### src/rtl/burst_seq_pkg.sv
package burst_seq_pkg;

    localparam int BEAT_BITS = 2;

    typedef logic [BEAT_BITS-1:0] beat_t;

    typedef enum logic {
        ORD_LINEAR      = 1'b0,
        ORD_INTERLEAVED = 1'b1
    } order_e;

    typedef struct packed {
        logic  load;
        logic  step;
    } seq_ctrl_t;

    function automatic beat_t map_low(input beat_t start_lo, input beat_t beat, input order_e ord);
        beat_t res;
        if (ord == ORD_INTERLEAVED)
            res = start_lo ^ beat;
        else
            res = start_lo + beat;
        return res;
    endfunction

endpackage

### src/rtl/bsq_base_reg.sv
module bsq_base_reg #(
    parameter int ADDR_W = 20
) (
    input  logic              clk,
    input  logic              rst,
    input  logic              load,
    input  logic [ADDR_W-1:0] d,
    output logic [ADDR_W-1:0] q
);
    always_ff @(posedge clk) begin
        if (rst)
            q <= '0;
        else if (load)
            q <= d;
    end

    AST_BASE_HOLD: assert property (@(posedge clk) disable iff (rst)
        !load |=> $stable(q));
endmodule

### src/rtl/bsq_beat_counter.sv
module bsq_beat_counter
    import burst_seq_pkg::*;
(
    input  logic      clk,
    input  logic      rst,
    input  seq_ctrl_t ctrl,
    output beat_t     beat
);
    always_ff @(posedge clk) begin
        if (rst)
            beat <= '0;
        else if (ctrl.load)
            beat <= '0;
        else if (ctrl.step)
            beat <= beat + beat_t'(1);
    end

    AST_BEAT_WRAP: assert property (@(posedge clk) disable iff (rst)
        (!ctrl.load && ctrl.step && beat == '1) |=> beat == '0);
    AST_LOAD_WINS: assert property (@(posedge clk) disable iff (rst)
        (ctrl.load && ctrl.step) |=> beat == '0);
endmodule

### src/rtl/bsq_order_map.sv
module bsq_order_map
    import burst_seq_pkg::*;
#(
    parameter int ADDR_W = 20
) (
    input  logic [ADDR_W-1:0] base,
    input  beat_t             beat,
    input  order_e            ord,
    output logic [ADDR_W-1:0] addr
);
    localparam int HI_W = ADDR_W - BEAT_BITS;

    generate
        if (HI_W > 0) begin : g_hi
            assign addr[ADDR_W-1:BEAT_BITS] = base[ADDR_W-1:BEAT_BITS];
        end
    endgenerate

    assign addr[BEAT_BITS-1:0] = map_low(base[BEAT_BITS-1:0], beat, ord);
endmodule

### src/rtl/burst_addr_seq.sv
module burst_addr_seq
    import burst_seq_pkg::*;
#(
    parameter int ADDR_W = 20
) (
    input  logic              clk,
    input  logic              rst,
    input  logic              order_sel,
    input  logic              proc_strobe_n,
    input  logic              ctrl_strobe_n,
    input  logic              adv_n,
    input  logic [ADDR_W-1:0] start_addr,
    output logic [ADDR_W-1:0] word_addr
);
    seq_ctrl_t              ctrl;
    logic [ADDR_W-1:0]      base_q;
    beat_t                  beat_q;
    order_e                 ord;

    always_comb begin
        ctrl.load = !proc_strobe_n || !ctrl_strobe_n;
        ctrl.step = !adv_n;
    end

    assign ord = order_e'(order_sel);

    bsq_base_reg #(.ADDR_W(ADDR_W)) u_base (
        .clk  (clk),
        .rst  (rst),
        .load (ctrl.load),
        .d    (start_addr),
        .q    (base_q)
    );

    bsq_beat_counter u_beat (
        .clk  (clk),
        .rst  (rst),
        .ctrl (ctrl),
        .beat (beat_q)
    );

    bsq_order_map #(.ADDR_W(ADDR_W)) u_map (
        .base (base_q),
        .beat (beat_q),
        .ord  (ord),
        .addr (word_addr)
    );

    AST_LOAD_ADDR: assert property (@(posedge clk) disable iff (rst)
        (!proc_strobe_n || !ctrl_strobe_n) |=> word_addr == $past(start_addr));
    AST_IDLE_HOLD: assert property (@(posedge clk) disable iff (rst)
        (proc_strobe_n && ctrl_strobe_n && adv_n) ##1 $stable(order_sel) |-> $stable(word_addr));
    AST_ADV_MOVES: assert property (@(posedge clk) disable iff (rst)
        (proc_strobe_n && ctrl_strobe_n && !adv_n) ##1 $stable(order_sel) |->
            word_addr[BEAT_BITS-1:0] != $past(word_addr[BEAT_BITS-1:0]));
    AST_UPPER_FIXED: assert property (@(posedge clk) disable iff (rst)
        (proc_strobe_n && ctrl_strobe_n) |=>
            word_addr[ADDR_W-1:BEAT_BITS] == $past(word_addr[ADDR_W-1:BEAT_BITS]));
endmodule

### config.mk
export PLATFORM = sky130hd
export DESIGN_NAME = burst_addr_seq
export DESIGN_NICKNAME = d
export VERILOG_FILES = /design/src/rtl/burst_seq_pkg.sv /design/src/rtl/bsq_base_reg.sv /design/src/rtl/bsq_beat_counter.sv /design/src/rtl/bsq_order_map.sv /design/src/rtl/burst_addr_seq.sv
export SDC_FILE = /design/constraint.sdc
export NUM_CORES = 1
export LEC_CHECK = 0
export ABC_AREA = 0
export BUFFER_PORTS_ARGS = -buffer_cell sky130_fd_sc_hd__buf_4
export CAP_MARGIN = 10
export CORE_ASPECT_RATIO = 0.7
export CORE_MARGIN = 2
export CORE_UTILIZATION = 32
export DETAILED_ROUTE_END_ITERATION = 10
export PLACE_DENSITY = 0.7
export SYNTH_ARGS = -nofsm -noshare
export SYNTH_HDL_FRONTEND = slang
export SYNTH_HIERARCHICAL = 1
export SYNTH_SLANG_ARGS = --single-unit
### constraint.sdc
create_clock -name clk -period 1.84 [get_ports clk]
set_input_delay 0.552 -clock clk [delete_from_list [all_inputs] [get_ports clk]]
set_output_delay 0.552 -clock clk [all_outputs]
set_load 0.02 [all_outputs]
# Yosys cells after proc, flatten, opt, wreduce, memory -nomap -nowiden
# Index checks and enable logic that the tools add are counted.
[totals]
ff_bits = 22
latch_bits = 0
ramBits = 0
rom_bits = 0
out_inout_bits = 20
wordCells = 10
mem_count = 0
[op_classes]
addsub = 2
n_mul = 0
div = 0
order_cmp = 0
n_eq_ne = 0
shifts = 0
muxes = 1
n_bitwise = 1
n_reduce_logical = 4
[ops]
columns = ["op", "count"]
rows = [
  ["$add A2 B1 Y2 const B", 1],
  ["$add A2 B2 Y2", 1],
  ["$logic_not A1 Y1", 2],
  ["$mux W2", 1],
  ["$reduce_or A2 Y1", 1],
  ["$xor A2 B2 Y2", 1],
  ["$logic_or A1 B1 Y1", 1],
]

# Longest topological paths before layout
[depth]
depth_word = 3
depth_mapped = 4

# Cells and area by module
# Netlist, hierarchy kept.
[by_module_without_submodules]
columns = ["mod", "n_inst", "cells_each", "area_per_inst_um2", "seq_area_each_um2"]
rows = [
  ["bsq_base_reg", 1, 64, 705.7, 400.4],
  ["bsq_order_map", 1, 22, 171.4, 0.0],
  ["bsq_beat_counter", 1, 8, 85.1, 40.0],
  ["burst_addr_seq", 1, 2, 7.5, 0.0],
]

# Worst setup path after synthesis
# OpenSTA, ideal clock, no wires.
[synth_path]
path_kind = "register to output"
from = "reg u_beat.beat[0]"
to = "out word_addr[1]"
t_arrival_ps = 1008
required_ps = 1288
slack_ps = 280
stages_incl_launch_ff = 4
path_buffers = 0
cell_sequence = "dfxtp_1 -> ha_1 -> nor2b_1 -> xnor2_1"
[synth_via]
elab_chain_len = 2
[synth_rtl]
columns = ["element", "line_no", "text"]
rows = [
  ["from (decl)", "bsq_beat_counter.sv:7", "output beat_t beat"],
  ["from (signal assigned)", "bsq_beat_counter.sv:15", "beat <= beat + beat_t'(1);"],
  ["$add A2 B2 Y2", "burst_seq_pkg.sv:22", "res = start_lo + beat;"],
  ["$mux W2", "burst_seq_pkg.sv:19", "if (ord == ORD_INTERLEAVED)"],
  ["to (decl)", "burst_addr_seq.sv:13", "output logic [ADDR_W-1:0] word_addr"],
]
# No other way between the ends.

# Final worst setup path
# Ends and elaborated chain as after synthesis.

==> results.json <==
{
  "outcome": "finished clean",
  "post_drt_wl_per_cell_microns": 11.5,
  "cts_tree": "done",
  "intPower_w": 0.000753,
  "grt_pass1_vias": 702,
  "cts_sinks": 22,
  "fin_worst_skew_ns": 0.000297,
  "final-setup-viol-count": 0,
  "clock_path_buffers": 2,
  "num-fill-cells": 285,
  "min_period_ns": 1.75,
  "max_freq_mhz": 571,
  "gp_congestion": 0.649,
  "num_rows": 16,
  "wl_microns": 1830,
  "die_height_microns": 50.1,
  "timing.hold.ws_ns": 0.501,
  "antenna_cells": 0,
  "grt_setup_unrepaired": "false",
  "dieArea_sq_um": 3490,
  "dp_hpwl_microns": 1410,
  "critical_path_arrival_ns": 1.20,
  "drive_gt1_share_pct": 41.5,
  "die-width_microns": 69.8,
  "ant_nets": 0,
  "core_area_sq_um": 2840,
  "grtUsageMet3_pct": 4.09,
  "comb_power_share_pct": 19.5,
  "yosysWarnings": 6,
  "drv_slew": 0,
  "clkLatencyLatePin_ns": 0.25,
  "synth_cell_type_count": 15,
  "globalRouteMet1Util_pct": 11.8,
  "multiInputGateArea_sq_um": 360,
  "p_per_area_nw_per_um2": 794,
  "seqPwrFrac_pct": 52.5,
  "final_cell_mix": "buf_4, nor2_1, dfxtp_1, mux2i_1",
  "cp-end-kind": "output port",
  "routed_via_density": 4.31,
  "yosys_register_bits": 22,
  "ys_seq_area_share_pct": 45.4,
  "overflow": 0,
  "syn-num-nets": 123,
  "cts-root-buf": "clkbuf_8",
  "final_core_util_pct": 44.0,
  "avgSynthCellArea_sq_um": 10.1,
  "p_clk_share_pct": 28.0,
  "finalCritPeriodShare_pct": 95.1,
  "ios": 46,
  "regArea_sq_um": 442,
  "hold_violations": 0,
  "num_vias": 686,
  "layout_commonest_cell": "buf_4",
  "grt_max_degree": 22,
  "final_nets": 152,
  "critPathLaunchType": "register",
  "synth_cells": 96,
  "irDropWorstVdd_uv": 500,
  "antenna_found_initial": 0,
  "cp_data_required_time_ns": 1.29,
  "io_buffer_count": 45,
  "path_max_fanout": 4,
  "drtIter0Drc": 9,
  "hold_path.class": "register to register",
  "p_leak_nw": 0.670,
  "maxCapViolCount": 0,
  "path_class": "register to output port",
  "cts-htree-levels": 1,
  "grt_use_total_pct": 11.0,
  "netSwitchingFraction_pct": 24.1,
  "grt_pass1_wl_microns": 3060,
  "syn_area_sq_um": 970,
  "drtPass1Iterations": 3,
  "cts-buffers-inserted": 3,
  "max_slew_margin_pct": 87.6,
  "clk_pin_slew_ns": 0.07,
  "drc_errors": 0,
  "start_util_pct": 34.1,
  "top_usage_layer": "met2",
  "power.switching_w": 0.000239,
  "area_delta_synth_final_pct": 28.9,
  "fin_tns_setup_ns": 0,
  "tightest_slew_ns": 0.181,
  "use_met2_pct": 20.6
}
-- synth_stat cells, drive strengths merged --
cell     n  area share, %
a21oi    1           0.90
nand2    1           0.39
buf     20             16
clkbuf   2           0.77
ha       1            1.3
xnor2    3            2.7
nor2    21            8.1
a21bo    1            1.0
nand3b   1           0.77
dfxtp   22             45
inv      1           0.39
nor2b    1           0.65
or2      1           0.65
mux2i   20             21
-- power by group through the flow --
stage | combinational [W] | clock [W] | sequential [W]
2_1_floorplan | 0.000138 | 0 | 0.000527
3_3_place_gp | 0.000192 | 0 | 0.000531
3_5_place_dp | 0.000196 | 0 | 0.000532
4_1_cts | 0.000196 | 0.000301 | 0.000521
5_1_grt | 0.000208 | 0.000326 | 0.000525
6_report | 0.000193 | 0.000278 | 0.000521
-- worst paths after layout --
check                              start                           to  slack [ns]  cells past startpoint
min reg2reg    u_base/q[10]$_SDFFE_PP0P_    u_base/q[10]$_SDFFE_PP0P_        0.50                      2
max reg2reg  u_beat/beat[1]$_SDFFE_PP0P_  u_beat/beat[1]$_SDFFE_PP0P_        1.11                      2
min            u_base/q[10]$_SDFFE_PP0P_    u_base/q[10]$_SDFFE_PP0P_        0.50                      2
max          u_beat/beat[0]$_SDFFE_PP0P_                 word_addr[1]        0.09                      4
-- final cells by class --
type | instances | share of cell area, %
multi-input cells | 51 | 28.8
flip-flops and latches | 22 | 35.3
clock buffers | 3 | 3.30
well taps | 36 | 3.60
inverters | 1 | 0.300
repair buffers | 46 | 28.6
-- through the flow --
step	power [W]	instance area, sq um	setup slack (ns)	cells
after global routing	0.00106	1250	0.0133	159
after global placement	0.000722	1210	0.225	156
final	0.000993	1250	0.0899	159
after CTS	0.00102	1250	0.0243	159
after detailed placement	0.000728	1210	0.202	156
after floorplan	0.000665	970	0.280	96
-- state kept, by name, indices dropped and copies added, names as in the netlist --
| signal | cells |
|---|---|
| u_base/q | 20 |
| u_beat/beat | 2 |
-- cell families after synthesis --
group / after synthesis / synth area share, %
multiplexers: 20 / 20.6
AND/OR/NAND/NOR: 25 / 10.6
XOR/XNOR: 3 / 2.71
buffers and inverters: 23 / 17.4
AO/OA/AOI/OAI: 2 / 1.94
adder cells (fa/ha/maj): 1 / 1.29
flip-flops: 22 / 45.4
-- timing repair --
action,4_1_cts,5_1_grt
gates resized for setup,0,1
hold buffers,0,0
endpoints found under the setup margin,0,1
setup buffers,0,0
-- per-layer routing --
metal  wire length, microns  share of wire (%)
met4                     19                1.0
met5                      0                  0
met3                     86                4.7
met1                    745                 41
met2                    980                 53
-- worst max-delay path: stages (launching register included) --
cell,delay (ns)
dfxtp_2,0.34
ha_1,0.18
nor2b_1,0.13
xnor2_1,0.13
buf_4,0.16
(Power assumes the default switching activity.)
